File: src/rtl/qdec_pkg.sv
// Package: shared types for the encoder decoder.
// Assumes: 2-bit mode field encoding is fixed by the block's pin contract.
package qdec_pkg;
    typedef enum logic [1:0] {
        MODE_OFF = 2'b00,
        MODE_X2  = 2'b01,
        MODE_X4  = 2'b10,
        MODE_TMR = 2'b11
    } qdec_mode_e;
endpackage

File: src/rtl/qdec_tick.sv
// Module: sample tick generator for the glitch filters.
// Produces a single-cycle tick every DIV+1 clocks; DIV may change at any time,
// the count restarts when it reaches or passes the new limit.
module qdec_tick #(
    parameter int DIV_W = 8
) (
    input  logic             clk,
    input  logic             rst_n,
    input  logic [DIV_W-1:0] div,
    output logic             tick
);
    logic [DIV_W-1:0] cnt_q;

    // Purpose: free-running divider counter, restarts at the limit.
    always_ff @(posedge clk) begin
        if (!rst_n) begin
            cnt_q <= '0;
        end else if (cnt_q >= div) begin
            cnt_q <= '0;
        end else begin
            cnt_q <= cnt_q + 1'b1;
        end
    end

    assign tick = (cnt_q >= div);
endmodule

File: src/rtl/qdec_filt.sv
// Module: one-input synchronizer plus three-tick glitch filter.
// Assumes: din is asynchronous; two flops bring it in before filtering.
// With en low the filter register follows the synchronized input every clock.
module qdec_filt #(
    parameter int HOLD = 3
) (
    input  logic clk,
    input  logic rst_n,
    input  logic din,
    input  logic en,
    input  logic tick,
    output logic dout
);
    localparam int HC_W = $clog2(HOLD + 1);

    logic            s1_q, s2_q;
    logic            out_q;
    logic [HC_W-1:0] hc_q;

    // Purpose: two-flop synchronizer for the asynchronous input.
    always_ff @(posedge clk) begin
        if (!rst_n) begin
            s1_q <= 1'b0;
            s2_q <= 1'b0;
        end else begin
            s1_q <= din;
            s2_q <= s1_q;
        end
    end

    // Purpose: accept a new level only after HOLD consecutive ticks agree.
    always_ff @(posedge clk) begin
        if (!rst_n) begin
            out_q <= 1'b0;
            hc_q  <= '0;
        end else if (!en) begin
            out_q <= s2_q;
            hc_q  <= '0;
        end else if (tick) begin
            if (s2_q == out_q) begin
                hc_q <= '0;
            end else if (hc_q == HC_W'(HOLD - 1)) begin
                out_q <= s2_q;
                hc_q  <= '0;
            end else begin
                hc_q <= hc_q + 1'b1;
            end
        end
    end

    assign dout = out_q;
endmodule

File: src/rtl/qdec_core.sv
// Module: phase decoder and position counter.
// Assumes: a, b, idx are already synchronous and filtered. Previous levels are
// tracked every cycle in all modes, so a mode change never produces a step.
module qdec_core #(
    parameter int W = 16
) (
    input  logic                   clk,
    input  logic                   rst_n,
    input  qdec_pkg::qdec_mode_e   mode,
    input  logic                   a,
    input  logic                   b,
    input  logic                   idx,
    input  logic                   idx_clr_en,
    output logic [W-1:0]           pos,
    output logic                   dir,
    output logic                   wrap_irq,
    output logic                   err
);
    import qdec_pkg::*;

    localparam logic [W-1:0] TOP = {W{1'b1}};

    logic         a_q, b_q, idx_q;
    logic         da, db;
    logic         step, up, bad, idx_hit, enc_mode;
    logic [W-1:0] pos_q;
    logic         dir_q, irq_q, err_q;

    // Purpose: hold last filtered levels for edge detection.
    always_ff @(posedge clk) begin
        if (!rst_n) begin
            a_q   <= 1'b0;
            b_q   <= 1'b0;
            idx_q <= 1'b0;
        end else begin
            a_q   <= a;
            b_q   <= b;
            idx_q <= idx;
        end
    end

    // Purpose: decide whether this cycle steps, in which direction, or is invalid.
    always_comb begin
        da       = a ^ a_q;
        db       = b ^ b_q;
        enc_mode = (mode == MODE_X2) || (mode == MODE_X4);
        step     = 1'b0;
        bad      = 1'b0;
        up       = da ? (a ^ b) : ~(a ^ b);
        unique case (mode)
            MODE_X4: begin
                bad  = da & db;
                step = (da ^ db);
            end
            MODE_X2: begin
                bad  = da & db;
                step = da & ~db;
            end
            MODE_TMR: begin
                step = 1'b1;
                up   = 1'b1;
            end
            default: begin
                step = 1'b0;
            end
        endcase
        idx_hit = enc_mode && idx_clr_en && idx && !idx_q;
    end

    // Purpose: position counter with wrap detection and index clear.
    always_ff @(posedge clk) begin
        if (!rst_n) begin
            pos_q <= '0;
            dir_q <= 1'b0;
            irq_q <= 1'b0;
        end else begin
            irq_q <= 1'b0;
            if (idx_hit) begin
                pos_q <= '0;
            end else if (step) begin
                dir_q <= up;
                if (up) begin
                    pos_q <= pos_q + 1'b1;
                    irq_q <= (pos_q == TOP);
                end else begin
                    pos_q <= pos_q - 1'b1;
                    irq_q <= (pos_q == '0);
                end
            end
        end
    end

    // Purpose: sticky invalid-transition flag.
    always_ff @(posedge clk) begin
        if (!rst_n) begin
            err_q <= 1'b0;
        end else if (bad) begin
            err_q <= 1'b1;
        end
    end

    assign pos      = pos_q;
    assign dir      = dir_q;
    assign wrap_irq = irq_q;
    assign err      = err_q;
endmodule

File: src/rtl/qdec_top.sv
// Module: encoder decoder top. Filters the three encoder inputs with a shared
// tick and feeds the decoder/counter.
// Assumes: encoder inputs are asynchronous; configuration is quasi-static.
module qdec_top #(
    parameter int W     = 16,
    parameter int DIV_W = 8
) (
    input  logic             clk,
    input  logic             rst_n,
    input  logic             enc_a,
    input  logic             enc_b,
    input  logic             enc_idx,
    input  logic [1:0]       mode,
    input  logic             filt_en,
    input  logic [DIV_W-1:0] filt_div,
    input  logic             idx_clr_en,
    output logic [W-1:0]     pos,
    output logic             dir,
    output logic             wrap_irq,
    output logic             err
);
    import qdec_pkg::*;

    localparam int N_IN = 3;

    logic            tick;
    logic [N_IN-1:0] raw_in;
    logic [N_IN-1:0] clean;

    assign raw_in = {enc_idx, enc_b, enc_a};

    qdec_tick #(.DIV_W(DIV_W)) u_tick (
        .clk   (clk),
        .rst_n (rst_n),
        .div   (filt_div),
        .tick  (tick)
    );

    for (genvar gi = 0; gi < N_IN; gi++) begin : g_filt
        qdec_filt #(.HOLD(3)) u_filt (
            .clk   (clk),
            .rst_n (rst_n),
            .din   (raw_in[gi]),
            .en    (filt_en),
            .tick  (tick),
            .dout  (clean[gi])
        );
    end

    qdec_core #(.W(W)) u_core (
        .clk        (clk),
        .rst_n      (rst_n),
        .mode       (qdec_mode_e'(mode)),
        .a          (clean[0]),
        .b          (clean[1]),
        .idx        (clean[2]),
        .idx_clr_en (idx_clr_en),
        .pos        (pos),
        .dir        (dir),
        .wrap_irq   (wrap_irq),
        .err        (err)
    );
endmodule

File: config.mk
export PLATFORM = sky130hd
export DESIGN_NAME = qdec_top
export DESIGN_NICKNAME = d
export VERILOG_FILES = /design/src/rtl/qdec_pkg.sv /design/src/rtl/qdec_tick.sv /design/src/rtl/qdec_filt.sv /design/src/rtl/qdec_core.sv /design/src/rtl/qdec_top.sv
export SDC_FILE = /design/constraint.sdc
export NUM_CORES = 1
export LEC_CHECK = 0
export BUFFER_PORTS_ARGS = -buffer_cell sky130_fd_sc_hd__buf_4
export CAP_MARGIN = 20
export CORE_UTILIZATION = 52
export CTS_CLUSTER_SIZE = 10
export DETAILED_ROUTE_END_ITERATION = 10
export PLACE_DENSITY = 0.74
export SETUP_SLACK_MARGIN = 0.1
export SYNTH_ARGS = -nofsm -noshare
export SYNTH_HDL_FRONTEND = slang
export SYNTH_SLANG_ARGS = --single-unit
File: constraint.sdc
create_clock -name clk -period 2.4 [get_ports clk]
set_input_delay 0.12 -clock clk [delete_from_list [all_inputs] [get_ports clk]]
set_output_delay 0.12 -clock clk [all_outputs]
set_load 0.02 [all_outputs]
==> results.yml, run 1 <==
run_status:
  status: "finished clean"
die:
  die-width_um: 72.9
  ios: 36
  die_h_um: 72.9
  core_area_um2: 4790
  start_util_pct: 54.6
  die_area_um2: 5310
  placementRows: 25
setup_path:
  worstSetupPathType: "flip-flop to flip-flop"
  path_common_cell: "xnor2_4"
  timing.rr.start: "g_filt[1].u_filt.dout"
  crit_slowest_cell: "dfxtp_4"
  timing.rr.end: "u_core.pos[8]"
  slowest_delay_ns: 0.39
  endpoint: "u_core.pos[8]"
  crit_cells: 10
  cp.required_ns: 2.59
  critical_path.startpoint: "g_filt[1].u_filt.dout"
  critical_path.cell_chain: "xnor2_4 -> or2_4 -> xnor2_4 -> ha_4 -> nor3_4 -> nor3_2 -> o22ai_2 -> mux2i_1 -> a21oi_1 -> a31o_2"
  crit_fanout: 5
  path_buf_inv: 0
  crit_path_start_kind: "flip-flop"
  regToRegSetupSlack_ns: 0.08
  cp.arrival_ns: 2.51
  cp-end-kind: "flip-flop"
  crit_family: "compound AO/OA/AOI/OAI gates"
  r2r_cells: 10
sta:
  setup_viol: 0
  fin_crit_sh_pct: 96.5
  hold_viol: 0
  slew_viol_final: 0
  fin_crit_ns: 2.32
  fin_skew_ns: 0.00490
  worst_pin_slew_ns: 0.558
  finalSetupTns_ns: 0
  slew_headroom_pct: 62.8
  rsz0062_at_grt: "yes"
  clock.fmax_mhz: 432
grt:
  grt_pass1_vias: 2136
  antenna_found_initial: 0
  grt_pass1_wl_um: 9540
  overflow: 0
  grt_max_degree: 22
  grt_util_all_layers_pct: 23.0
min_path:
  hold_class: "primary input to flip-flop"
  hold_start: "enc_a"
clock_network:
  clockRootBuffer: "clkbuf_8"
  cts_buffer_depth: 2
  h-tree-depth: 2
  holdBufCountCts: 0
  cts_tree: "built"
  clock_latency_ns: 0.30
  path_clk_slew_ns: 0.09
  numCtsBuffers: 5
  cts_sinks: 45
place:
  hpwlAfterDp_um: 4130
  io_buffer_count: 35
  place_congestion: 0.924
  placedCellCount: 414
layout:
  final_layout_size_suffix_gt1_share_pct: 23.5
  ff_latch_area_um2: 907
  num-fill-cells: 404
  layout_common_cells: "buf_4, dfxtp_1, nand2_1, nor2_1, inv_1"
  multi_input_area_um2: 1660
  area_growth_pct: 23.2
  fin_nets: 394
  mostFrequentLayoutCell: "buf_4"
  layout.cells.non_filler: 429
  antenna_cells: 0
drt:
  drt_iter0_markers: 208
  ant_nets: 0
  wire_per_inst_um: 13.7
  route.detailed.drc: 0
  wirelength_um: 5870
  first_pass_iters: 4
  vias: 2381
  vias_per_cell: 5.55
synth:
  synth-seq-cells: 45
  synthCells: 316
  synth_edf_count: 0
  synth_cell_types: 47
  yosys_warnings: 0
  ys_seq_area_share_pct: 34.5
  syn_nets: 349
  async_flop_share_pct: 0
  syn_area_um2: 2610
  synth_flop_cell: "dfxtp_1"
  syn_area_per_cell_um2: 8.26
power:
  power_density_nw_per_um2: 475
  cellLeakagePower_nw: 1.47
  vdd_drop_max_v: 0.000478
run:
  cap_viol_max_count: 0
area by class of cell:
class | count | area share, %
repair buffers | 53 | 12.4
clock inverters | 2 | 0.545
multi-input cells | 238 | 51.6
clock buffers | 6 | 2.57
inverters | 18 | 2.10
flip-flops and latches | 45 | 28.2
well taps | 67 | 2.61
worst min-delay path by stage:
stage | to | slack (ns) | cells after the start
after floorplan | g_filt[0].u_filt.s1_q | 0.25 | 1
after global placement | g_filt[0].u_filt.s1_q | 0.33 | 2
after detailed placement | g_filt[0].u_filt.s1_q | 0.33 | 2
after CTS | g_filt[0].u_filt.s1_q | 0.02 | 2
after global routing | g_filt[0].u_filt.s1_q | 0.02 | 2
final | g_filt[0].u_filt.s1_q | 0.03 | 2
state kept, by name, summed over array words and instances, names as in the netlist, 3 cells and up:
| signal | flops |
|---|---|
| u_core.pos | 16 |
| u_tick.cnt_q | 8 |
| g_filt.u_filt.s2_q | 3 |
| g_filt.u_filt.dout | 3 |
| g_filt.u_filt.hc_q | 6 |
| g_filt.u_filt.s1_q | 3 |
synth_stat cells (7+ instances only):
cell / n / share of area, %
a21oi_1: 15 / 2.9
and2_1: 10 / 2.4
and3_1: 9 / 2.2
clkbuf_1: 10 / 1.4
dfxtp_1: 45 / 34
ha_1: 16 / 7.7
inv_1: 18 / 2.6
mux2i_1: 7 / 2.7
nand2_1: 28 / 4.0
nand3_1: 16 / 3.1
nand4_1: 11 / 2.6
nor2_1: 28 / 4.0
nor3_1: 11 / 2.1
o21ai_0: 11 / 2.1
xnor2_1: 13 / 4.4
xor2_1: 9 / 3.0
through the flow:
stage               utilization [%]  area (um2)  power [mW]  hold WS, ns  setup slack, ns
finish                         67.2        3220        1.53       0.0255           0.0846
global route                   67.2        3220        1.60       0.0164           0.0208
CTS                            64.7        3100        1.52       0.0200            0.121
detailed placement             62.6        3000        1.01        0.333            0.171
global placement               62.6        3000        1.01        0.327            0.197
floorplan                         -        2640       0.935        0.247            0.102
repair_timing:
action,CTS,global route
resized for setup,0,12
endpoints found under the setup margin,0,7
setup buffers,0,7
cell families (layout without fill, tap and decap cells):
logic type,count (synthesis),count (layout),synth area share (%)
buffers and inverters,33,79,5.22
AOI/OAI and AO/OA,49,49,12.1
xor gates and xnor gates,23,23,8.00
DFF,45,45,34.5
and+or+nand+nor,142,142,29.3
muxes,8,8,3.26
adders and majority gates,16,16,7.67
per-layer routing:
layer	share of wire (%)	up-vias	global-route usage [%]
li1	-	1197	-
met1	47	1106	31.7
met2	46	71	36.8
met3	5.2	7	4.97
met4	1.2	0	5.88
met5	0	-	0
report_power, final:
part           internal (mW)  leakage, nW  switching [mW]
combinational          0.108         1.05           0.115
clock                  0.239       0.0518           0.271
sequential             0.765        0.367          0.0290
total                   1.11         1.47           0.415
Note: power is estimated with default switching activity, not from simulation.
==> inputs of run 2 (changes only) <==
--- a/config.mk
+++ b/config.mk
@@ -7,10 +7,10 @@
 export LEC_CHECK = 0
 export BUFFER_PORTS_ARGS = -buffer_cell sky130_fd_sc_hd__buf_4
 export CAP_MARGIN = 20
-export CORE_UTILIZATION = 52
+export CORE_UTILIZATION = 50
 export CTS_CLUSTER_SIZE = 10
 export DETAILED_ROUTE_END_ITERATION = 10
-export PLACE_DENSITY = 0.74
+export PLACE_DENSITY = 0.72
 export SETUP_SLACK_MARGIN = 0.1
 export SYNTH_ARGS = -nofsm -noshare
 export SYNTH_HDL_FRONTEND = slang
==> run 2 against run 1 <==
- utilization shrank 1.1 points
- cell count fell by 0.23%
- critical path depth unchanged
- maximum frequency increased by 2.7%
- via count is 1.0% lower
- worst hold slack better by 0.079 ns
- total power rose by 6.6%
- clock skew increased by 0.0045 ns
- non-clock buffer count is 1 lower
==> results.yml, run 2 (synthesis gave the netlist of run 1 again) <==
die:
  die-width_um: 74.3
  ios: 36
  die_h_um: 74.3
  start_util_pct: 53.5
  die_area_um2: 5520
  placementRows: 25
  core_area_um2: 4880
clock_network:
  cts_tree: "built"
  path_clk_slew_ns: 0.09
  numCtsBuffers: 5
  clockRootBuffer: "clkbuf_8"
  clock_latency_ns: 0.31
  cts_buffer_depth: 2
  cts_sinks: 45
  h-tree-depth: 2
grt:
  antenna_found_initial: 0
  grt_util_all_layers_pct: 22.9
  grt_max_degree: 22
  overflow: 0
  grt_pass1_vias: 2059
  grt_pass1_wl_um: 9670
layout:
  layout_common_cells: "buf_4, dfxtp_1, nand2_1, nor2_1, inv_1"
  final_layout_size_suffix_gt1_share_pct: 22.2
  layout.cells.non_filler: 428
  largest_reg_flops: 16
  antenna_cells: 0
  num-fill-cells: 443
  mostFrequentLayoutCell: "buf_4"
  fin_nets: 393
  area_growth_pct: 23.6
drt:
  vias: 2356
  drt_iter0_markers: 208
  wire_per_inst_um: 13.8
  vias_per_cell: 5.50
  ant_nets: 0
  wirelength_um: 5920
  first_pass_iters: 4
  route.detailed.drc: 0
sta:
  fin_skew_ns: 0.00938
  clock.fmax_mhz: 444
  fin_crit_sh_pct: 93.9
  worst_pin_slew_ns: 0.520
  fin_crit_ns: 2.25
  slew_viol_final: 0
  slew_headroom_pct: 65.3
  finalSetupTns_ns: 0
  setup_viol: 0
  hold_viol: 0
  rsz0062_at_grt: "yes"
place:
  place_congestion: 0.853
  placedCellCount: 414
  hpwlAfterDp_um: 4170
  io_buffer_count: 35
power:
  power_density_nw_per_um2: 504
  cellLeakagePower_nw: 1.47
  vdd_drop_max_v: 0.000387
setup_path:
  cp.required_ns: 2.60
  cp.arrival_ns: 2.46
  crit_path_start_kind: "flip-flop"
  cp-end-kind: "flip-flop"
  worstSetupPathType: "flip-flop to flip-flop"
  crit_fanout: 5
run:
  cap_viol_max_count: 0
min_path:
  hold_class: "primary input to flip-flop"
run_status:
  status: "finished clean"
-- run 2: cell types whose count changed in the layout (fill, tap and decap cells not counted) --
cell and delta:
inv_6 +1, a211oi_1 +1, buf_4 -4, dlygate4sd3_1 +3
clkbuf_8 -1, bufinv_16 +1, clkinv_4 -1, a211oi_2 -1
-- run 2: what timing repair did --
action,in CTS,in global routing
setup endpoints to repair,1,7
hold buffers,2,1
pin swaps,1,1
gates resized for setup,1,10
buffers inserted,0,3
endpoints found under the hold margin,2,1
-- run 2: final timing paths --
| kind | endpoint | slack (ns) | cells past startpoint | start |
|---|---|---|---|---|
| hold / removal | g_filt[2].u_filt.hc_q[1] | 0.10 | 3 | filt_en |
| setup / recovery | u_core.pos[10] | 0.15 | 10 | g_filt[1].u_filt.dout |
| setup reg to reg | u_core.pos[10] | 0.15 | 10 | g_filt[1].u_filt.dout |
| hold reg to reg | g_filt[0].u_filt.s2_q | 0.44 | 1 | g_filt[0].u_filt.s1_q |
-- run 2: where the power goes --
part | switching, mW | internal [mW] | total (mW) | leakage [nW]
combinational | 0.120 | 0.108 | 0.229 | 1.04
clock | 0.292 | 0.318 | 0.610 | 0.0591
sequential | 0.0234 | 0.765 | 0.789 | 0.367
-- run 2: critical path, cell delays in order (launching register included) --
cell and delay (ns):
dfxtp_4 0.39, xnor2_4 0.14, or2_4 0.26, xnor2_4 0.13
ha_4 0.20, nand4_1 0.09, o21ai_0 0.11, a22oi_2 0.30
mux2i_1 0.29, xor2_1 0.19, nor2_1 0.05
-- run 2: area by class of cell --
type                    instances  area [um2]  area share, %
flip-flops and latches         45         907           28.1
well taps                      67        83.8           2.60
multi-input cells             238        1660           51.3
repair buffers                 52         398           12.3
clock inverters                 3        47.5           1.47
inverters                      18        67.6           2.09
clock buffers                   5        68.8           2.13
-- run 2: routing by layer --
layer	GRT usage [%]	vias to the layer above	part of all wire, %
li1	-	1201	-
met4	8.81	0	2.1
met1	33.2	1064	48
met2	34.0	81	43
met3	3.79	10	6.8
met5	0	-	0
-- run 2: stage by stage --
| step | util (%) | hold WS, ns | cell area, um2 | setup slack (ns) | total power, mW |
|---|---|---|---|---|---|
| floorplan | - | 0.247 | 2640 | 0.102 | 0.935 |
| global placement | 61.4 | 0.327 | 3000 | 0.220 | 1.01 |
| detailed placement | 61.4 | 0.331 | 3000 | 0.0875 | 1.02 |
| CTS | 64.2 | 0.00379 | 3130 | 0.146 | 1.63 |
| global route | 66.2 | 0.123 | 3230 | 0.0767 | 1.69 |
| finish | 66.2 | 0.104 | 3230 | 0.146 | 1.63 |
==> inputs of run 3 (changes only) <==
--- a/config.mk
+++ b/config.mk
@@ -8,6 +8,7 @@
 export BUFFER_PORTS_ARGS = -buffer_cell sky130_fd_sc_hd__buf_4
 export CAP_MARGIN = 20
 export CORE_UTILIZATION = 50
+export CTS_BUF_LIST = sky130_fd_sc_hd__clkbuf_16
 export CTS_CLUSTER_SIZE = 10
 export DETAILED_ROUTE_END_ITERATION = 10
 export PLACE_DENSITY = 0.72
==> run 3 against run 2 <==
- non-clock buffer count fell by 3
- utilization rose by 0.54 points
- highest routed layer unchanged
- total power rose by 13%
- largest cell class unchanged
- sequential power barely moved
- critical path type unchanged
- clock-buffer cell count did not move
==> results.yml, run 3 (synthesis gave the netlist of run 1 again) <==
sta:
  slew_viol_final: 0
  fin_crit_sh_pct: 93.9
  rsz0062_at_grt: "yes"
  finalSetupTns_ns: 0
  slew_headroom_pct: 65.2
  clock.fmax_mhz: 444
  fin_crit_ns: 2.25
  setup_viol: 0
  worst_pin_slew_ns: 0.521
  fin_skew_ns: 0.00588
  hold_viol: 0
layout:
  layout.cells.non_filler: 425
  final_layout_size_suffix_gt1_share_pct: 22.3
  fin_nets: 390
  layout_common_cells: "buf_4, dfxtp_1, nand2_1, nor2_1, inv_1"
  ff_latch_area_um2: 907
  antenna_cells: 0
  multi_input_area_um2: 1660
  largest_reg_flops: 16
  area_growth_pct: 24.6
  num-fill-cells: 438
  fin_util_pct: 66.7
  mostFrequentLayoutCell: "buf_4"
setup_path:
  cp.arrival_ns: 2.43
  timing.rr.end: "u_core.pos[10]"
  crit_path_start_kind: "flip-flop"
  cp.required_ns: 2.58
  r2r_cells: 10
  worstSetupPathType: "flip-flop to flip-flop"
  crit_fanout: 5
  cp-end-kind: "flip-flop"
  endpoint: "u_core.pos[10]"
  critical_path.startpoint: "g_filt[1].u_filt.dout"
  regToRegSetupSlack_ns: 0.15
  timing.rr.start: "g_filt[1].u_filt.dout"
clock_network:
  cts_buffer_depth: 2
  numCtsBuffers: 5
  holdBufCountCts: 0
  clock_latency_ns: 0.29
  clockRootBuffer: "clkbuf_16"
  h-tree-depth: 2
  cts_sinks: 45
  cts_tree: "built"
  path_clk_slew_ns: 0.07
power:
  vdd_drop_max_v: 0.000422
  power_mw: 1.83
  power_density_nw_per_um2: 563
  cellLeakagePower_nw: 1.48
grt:
  grt_max_degree: 22
  grt_util_all_layers_pct: 23.4
  grt_pass1_wl_um: 9830
  antenna_found_initial: 0
  grt_pass1_vias: 2069
  overflow: 0
die:
  die-width_um: 74.3
  die_area_um2: 5520
  core_area_um2: 4880
  start_util_pct: 53.5
  ios: 36
  placementRows: 25
  die_h_um: 74.3
place:
  io_buffer_count: 35
  hpwlAfterDp_um: 4170
  place_congestion: 0.853
  placedCellCount: 414
drt:
  vias_per_cell: 5.58
  ant_nets: 0
  wirelength_um: 6030
  route.detailed.drc: 0
  wire_per_inst_um: 14.2
  first_pass_iters: 4
  drt_iter0_markers: 226
  vias: 2370
min_path:
  hold_start: "enc_b"
  hold_class: "primary input to flip-flop"
  hold_depth: 2
run:
  cap_viol_max_count: 0
run_status:
  status: "finished clean"
-- run 3: per-stage QoR --
step / worst slack (ns) / instance area (um2) / hold slack (ns)
global route: 0.0686 / 3250 / 0.0244
detailed placement: 0.0875 / 3000 / 0.331
floorplan: 0.102 / 2640 / 0.247
CTS: 0.100 / 3170 / 0.0277
finish: 0.147 / 3250 / 0.0327
global placement: 0.220 / 3000 / 0.327
-- run 3: timing repair --
item / in CTS / in global routing
resized for setup: 0 / 11
buffers inserted: 0 / 3
endpoints found under the hold margin: 0 / 0
pin swaps: 1 / 2
gates cloned: 0 / 0
endpoints found under the setup margin: 1 / 7
-- run 3: worst min path at each step --
stage	endpoint	slack (ns)
2_1_floorplan	g_filt[0].u_filt.s1_q	0.25
3_3_place_gp	g_filt[2].u_filt.s1_q	0.33
3_5_place_dp	g_filt[2].u_filt.s1_q	0.33
4_1_cts	g_filt[2].u_filt.s1_q	0.03
5_1_grt	g_filt[1].u_filt.s1_q	0.02
6_report	g_filt[1].u_filt.s1_q	0.03
-- run 3: cell type report --
type                       instances  share of cell area [%]
clock buffer                       5                    3.84
sequential                        45                    27.9
timing repair buffer              49                    11.3
inverter                          18                    2.08
clock inverter                     3                    1.46
tap                               67                    2.58
multi-input combinational        238                    50.9
-- run 3: critical path, cell delays in order, from the launching register on --
cell	delay, ns
dfxtp_4	0.38
xnor2_4	0.14
or2_4	0.26
xnor2_4	0.13
ha_4	0.20
nand4_1	0.08
o21ai_0	0.11
a22oi_2	0.31
mux2i_1	0.29
xor2_1	0.19
nor2_1	0.05
-- run 3: layer usage --
| metal | wire, um | GRT usage [%] |
|---|---|---|
| met1 | 2890 | 33.6 |
| met2 | 2670 | 35.3 |
| met3 | 396 | 4.47 |
| met4 | 68 | 7.55 |
| met5 | 0 | 0 |
-- run 3: power breakdown --
part / internal, mW / switching, mW / leakage (nW)
sequential: 0.766 / 0.0241 / 0.367
clock: 0.499 / 0.317 / 0.0848
combinational: 0.105 / 0.121 / 1.03
total: 1.37 / 0.461 / 1.48
